## src/rtl/trk_pkg.sv

```systemverilog
package trk_pkg;
  typedef enum logic [1:0] {
    STEP_HOLD = 2'd0,
    STEP_UP   = 2'd1,
    STEP_DOWN = 2'd2
  } step_e;

  localparam int DIR_FULL_DIFF = 0;
  localparam int DIR_QUADRANT  = 1;
endpackage

```

## src/rtl/trk_dir_decide.sv

```systemverilog
module trk_dir_decide
  import trk_pkg::*;
#(
  parameter int W    = 16,
  parameter int MODE = DIR_FULL_DIFF
) (
  input  logic [W-1:0] target,
  input  logic [W-1:0] cur,
  output step_e        step
);
  localparam logic [W-1:0] HALF = {1'b1, {(W-1){1'b0}}};

  generate
    if (MODE == DIR_QUADRANT) begin : g_quad
      logic [1:0] qd;
      assign qd = target[W-1:W-2] - cur[W-1:W-2];
      always_comb begin
        case (qd)
          2'b01, 2'b10: step = STEP_UP;    // 2'b10 is half range: tie goes up
          2'b11:        step = STEP_DOWN;
          default: begin
            if (target[W-3:0] > cur[W-3:0])      step = STEP_UP;
            else if (target[W-3:0] < cur[W-3:0]) step = STEP_DOWN;
            else                                 step = STEP_HOLD;
          end
        endcase
      end
    end else begin : g_full
      logic [W-1:0] diff;
      assign diff = target - cur;
      always_comb begin
        if (diff == '0)        step = STEP_HOLD;
        else if (!diff[W-1])   step = STEP_UP;
        else if (diff == HALF) step = STEP_UP;
        else                   step = STEP_DOWN;
      end
    end
  endgenerate
endmodule

```

## src/rtl/trk_step_reg.sv

```systemverilog
module trk_step_reg
  import trk_pkg::*;
#(
  parameter int W = 16
) (
  input  logic         clk,
  input  logic         rst_n,
  input  logic         upd,
  input  step_e        step,
  output logic [W-1:0] cnt_q,
  output logic         up_q,
  output logic         dn_q
);
  always_ff @(posedge clk or negedge rst_n) begin
    if (!rst_n) begin
      cnt_q <= '0;
      up_q  <= 1'b0;
      dn_q  <= 1'b0;
    end else if (upd) begin
      case (step)
        STEP_UP: begin
          cnt_q <= cnt_q + 1'b1;
          up_q  <= 1'b1;
          dn_q  <= 1'b0;
        end
        STEP_DOWN: begin
          cnt_q <= cnt_q - 1'b1;
          up_q  <= 1'b0;
          dn_q  <= 1'b1;
        end
        default: begin
          up_q <= 1'b0;
          dn_q <= 1'b0;
        end
      endcase
    end else begin
      up_q <= 1'b0;
      dn_q <= 1'b0;
    end
  end
endmodule

```

## src/rtl/wrap_track_counter.sv

```systemverilog
module wrap_track_counter
  import trk_pkg::*;
#(
  parameter int N        = 16,
  parameter int DIR_MODE = DIR_FULL_DIFF
) (
  input  logic         clk,
  input  logic         rst_n,
  input  logic         smp_valid,
  input  logic [N-1:0] target,
  output logic [N-1:0] count,
  output logic         step_up,
  output logic         step_dn,
  output logic         at_target
);
  initial begin
    if (N < 3) $error("wrap_track_counter: N must be at least 3");
  end

  step_e step_sel;

  trk_dir_decide #(.W(N), .MODE(DIR_MODE)) u_dir (
    .target (target),
    .cur    (count),
    .step   (step_sel)
  );

  trk_step_reg #(.W(N)) u_reg (
    .clk   (clk),
    .rst_n (rst_n),
    .upd   (smp_valid),
    .step  (step_sel),
    .cnt_q (count),
    .up_q  (step_up),
    .dn_q  (step_dn)
  );

  assign at_target = (count == target);
endmodule

```

## config.mk

```make
export PLATFORM = sky130hd
export DESIGN_NAME = wrap_track_counter
export DESIGN_NICKNAME = d
export VERILOG_FILES = /design/src/rtl/trk_pkg.sv /design/src/rtl/trk_dir_decide.sv /design/src/rtl/trk_step_reg.sv /design/src/rtl/wrap_track_counter.sv
export SDC_FILE = /design/constraint.sdc
export NUM_CORES = 1
export LEC_CHECK = 0
export BUFFER_PORTS_ARGS = -buffer_cell sky130_fd_sc_hd__buf_2
export CAP_MARGIN = 25
export CELL_PAD_IN_SITES_DETAIL_PLACEMENT = 0
export CELL_PAD_IN_SITES_GLOBAL_PLACEMENT = 1
export CORE_ASPECT_RATIO = 0.7
export CORE_MARGIN = 2
export CORE_UTILIZATION = 43
export CTS_CLUSTER_SIZE = 16
export DETAILED_ROUTE_END_ITERATION = 10
export HOLD_SLACK_MARGIN = 0.15
export PLACE_DENSITY_LB_ADDON = 0.1
export SLEW_MARGIN = 0
export SYNTH_ARGS = -nofsm -noshare
export SYNTH_HDL_FRONTEND = slang
export SYNTH_HIERARCHICAL = 1
export SYNTH_SLANG_ARGS = --single-unit
```

## constraint.sdc

```tcl
create_clock -name clk -period 6.49 [get_ports clk]
set_input_delay 1.298 -clock clk [delete_from_list [all_inputs] [get_ports clk]]
set_output_delay 1.298 -clock clk [all_outputs]
set_load 0.02 [all_outputs]
```

==> impl_metrics.yaml <==
setup_path:
  crit_top_cell: "ha_1"
  r2r_slack_ps: 1650
  worstPathMaxFanout: 4
  start_kind: "input pin"
  r2r_end: "u_reg/cnt_q[10]"
  critPathBufInv: 3
  path_cells: "buf_2 -> inv_1 -> ha_1 -> fa_1 -> nand2b_1 -> a21oi_1 -> a41o_1 -> nor2_1 -> xnor2_1 -> nor4_1 -> nand4_2 -> xor2_1 -> inv_1 -> ha_1 -> xor2_1 -> ha_1 -> nand2b_1 -> o21ai_0 -> a22o_1 -> a21oi_2 -> mux2i_1 -> nor2_1 -> xnor2_1"
  critPathMaxStageDelay_ps: 400
  reg2reg_depth: 21
  end_kind: "flip-flop"
  cp.required_ps: 6620
  path_class: "input pin to flip-flop"
  cp_slowest_cell: "fa_1"
  timing.rr.start: "u_reg/cnt_q[5]"
  worst-endpoint-arrival_ps: 5540
  crit_family: "compound AO/OA/AOI/OAI gates"
yosys:
  synth_edf_count: 0
  yosysWarnings: 6
  synth_area_leaders: "dfrtp_1 (17%), xnor2_1 (13%), ha_1 (8.9%)"
  ys.flop_type: "dfrtp_1"
  syn-num-nets: 379
  ys_ff_latch: 18
  synth_cell_types: 68
  synth_top_area_share_pct: 16.88
  yosysTopAreaCell: "dfrtp_1"
  synthArstFlopShare_pct: 100.0
  syn-cell-area_um2: 2669
  ys_seq_area_share_pct: 16.88
  synth_cells: 340
  syn_area_per_cell_um2: 7.849
floorplanning:
  rows: 23
  chipHeight_um: 69.92
  fp.dieArea_um2: 6863
  boundaryPins: 38
  start_util_pct: 45.46
  core-area_um2: 5871
  die_x_um: 98.16
place:
  gp_routability_congestion: 0.8541
  port_buffers: 37
  place_hpwl_um: 5424
worst_hold_path:
  hold_depth: 1
  hold_class: "flip-flop to flip-flop"
  min_from: "u_reg/cnt_q[15]"
  hold_path_end: "u_reg/cnt_q[15]"
finish:
  drive_above_1_share_pct: 18.48
  multi_input_area_um2: 2008
  fin_nets: 408
  n_antenna_cell: 0
  area_growth_pct: 9.564
  regArea_um2: 450.4
  fill_cells: 606
  final_common_cell: "xnor2_1"
  mostFrequentLayoutCells: "xnor2_1 (41), buf_2 (37), nor2_1 (29), inv_1 (26), nand2_1 (26)"
detailed_routing:
  ant_nets: 0
  drt_pass1_iterations: 5
  dr_total_vias: 2537
  wl_um: 7280
  viasPerCell: 5.727
  drc: 0
  wire_per_inst_um: 16.43
  drtIter0Drc: 224
cts:
  cts.hold.buffers_added: 0
  clock_path_buffers: 2
  clock_sinks: 18
  cts.reportedPaths.clkPinSlew_ps: 80
  clk_latency_ps: 260
  h-tree-depth: 1
  cts_root_buffer: "clkbuf_8"
  cts_tree: "built"
  postCtsResizedCells: 0
  cts_buffers: 3
  post-cts-setup-buffers: 0
timing:
  setup_tns_ps: 0
  setup_viol_count_final: 0
  maxSlewViolCount: 0
  worst_pin_slew_ps: 587.4
  hold_violations: 0
  fin_crit_sh_pct: 83.21
  slew_headroom_pct: 60.84
  fmax_mhz: 185.2
  skew_ps: 5.423
  rsz0062_at_grt: "no"
  min_period_ps: 5401
grt:
  overflow: 0
  antenna_found_initial: 0
  grt_pass1_vias: 2398
  globalRouteTotalUtil_pct: 21.86
  grt_max_degree: 20
  grt_pass1_wl_um: 12360
run_status:
  status: "finished, final reports clean"
job:
  drv_cap: 0
worst register-to-register path, delay by kind of cell (launching register included):
| family | cells | cell delay [ps] |
|---|---|---|
| compound gates | 9 | 1760 |
| flops | 1 | 700 |
| buf+inv | 2 | 180 |
| mux | 1 | 220 |
| xor+xnor | 4 | 800 |
| fa+ha+maj | 3 | 910 |
| simple gates | 2 | 140 |
cell families (layout without fill, tap and decap cells):
kind of cell / count (synthesis) / count (layout) / share of synthesized area [%]
and+or+nand+nor: 115 / 115 / 22.46
DFF: 18 / 18 / 16.88
xor gates and xnor gates: 49 / 49 / 16.08
buffers and inverters: 44 / 72 / 7.876
muxes: 5 / 5 / 1.875
adders and majority gates: 20 / 20 / 9.658
AOI/OAI and AO/OA: 89 / 89 / 25.18
through the flow:
step	cells	instance area (µm²)	hold WS (ps)	util, %	setup slack (ps)
2_1_floorplan	340	2669	650.3	-	806.7
3_3_place_gp	439	2869	541.7	48.87	928.3
3_5_place_dp	439	2869	548.4	48.87	876.6
4_1_cts	443	2924	560.0	49.81	1127
5_1_grt	443	2924	598.2	49.81	678.4
6_report	443	2924	558.4	49.81	1089
synthesized netlist by cell type, types with 2 or more instances:
cell       n
mux2i_1    5
nor4_1     5
nor2b_1    3
nand3_1    8
nor3_1    10
or4_1      3
buf_2      8
o21ai_0   12
a21o_1     4
dfrtp_1   18
or3_1      6
nor2_1    29
o211ai_1   4
nand2b_1   4
o221ai_1   2
o22ai_1    6
o21ai_1    2
a41o_1     2
ha_1      19
buf_6      4
o21ai_2    4
a31oi_1    5
xor2_1     8
nand4_1    8
nand2_1   26
o21a_1     3
xnor2_1   41
a21oi_2    5
inv_1     26
o22a_1     2
a21oi_1   17
and2_1     3
clkbuf_1   3
metal layers:
metal | wire length [µm] | up-vias | track usage [%] | part of all wire (%)
met5 | 0 | - | 0 | 0
met4 | 4 | 0 | 0.6088 | 0.055
met3 | 384 | 2 | 3.003 | 5.3
met2 | 2889 | 87 | 31.66 | 40
met1 | 4002 | 1171 | 35.81 | 55
li1 | - | 1277 | - | -
state kept, by name, indices dropped and copies added (netlist names):
name,count
u_reg/cnt_q,16
u_reg/dn_q,1
u_reg/up_q,1
layout make-up:
cell class | instances | area share [%]
clock buffer | 4 | 1.883
inverter | 27 | 3.466
multi-input combinational | 278 | 68.68
sequential | 18 | 15.40
tap | 75 | 3.209
timing repair buffer | 41 | 7.360
how the worst max path moves through the flow:
| stage | slack [ps] | endpoint | start | cells after the start |
|---|---|---|---|---|
| finish | 1090 | u_reg/cnt_q[10] | target[0] | 23 |
| global route | 680 | u_reg/cnt_q[14] | target[0] | 23 |
| CTS | 1130 | u_reg/cnt_q[10] | target[0] | 23 |
| detailed placement | 880 | u_reg/cnt_q[10] | target[0] | 23 |
| global placement | 930 | u_reg/cnt_q[10] | target[0] | 23 |
| floorplan | 810 | u_reg/cnt_q[14] | target[0] | 25 |
Power is left out: the tool's default activity adds up to more than one toggle a clock period on the data nets, which glitch-free logic cannot reach.
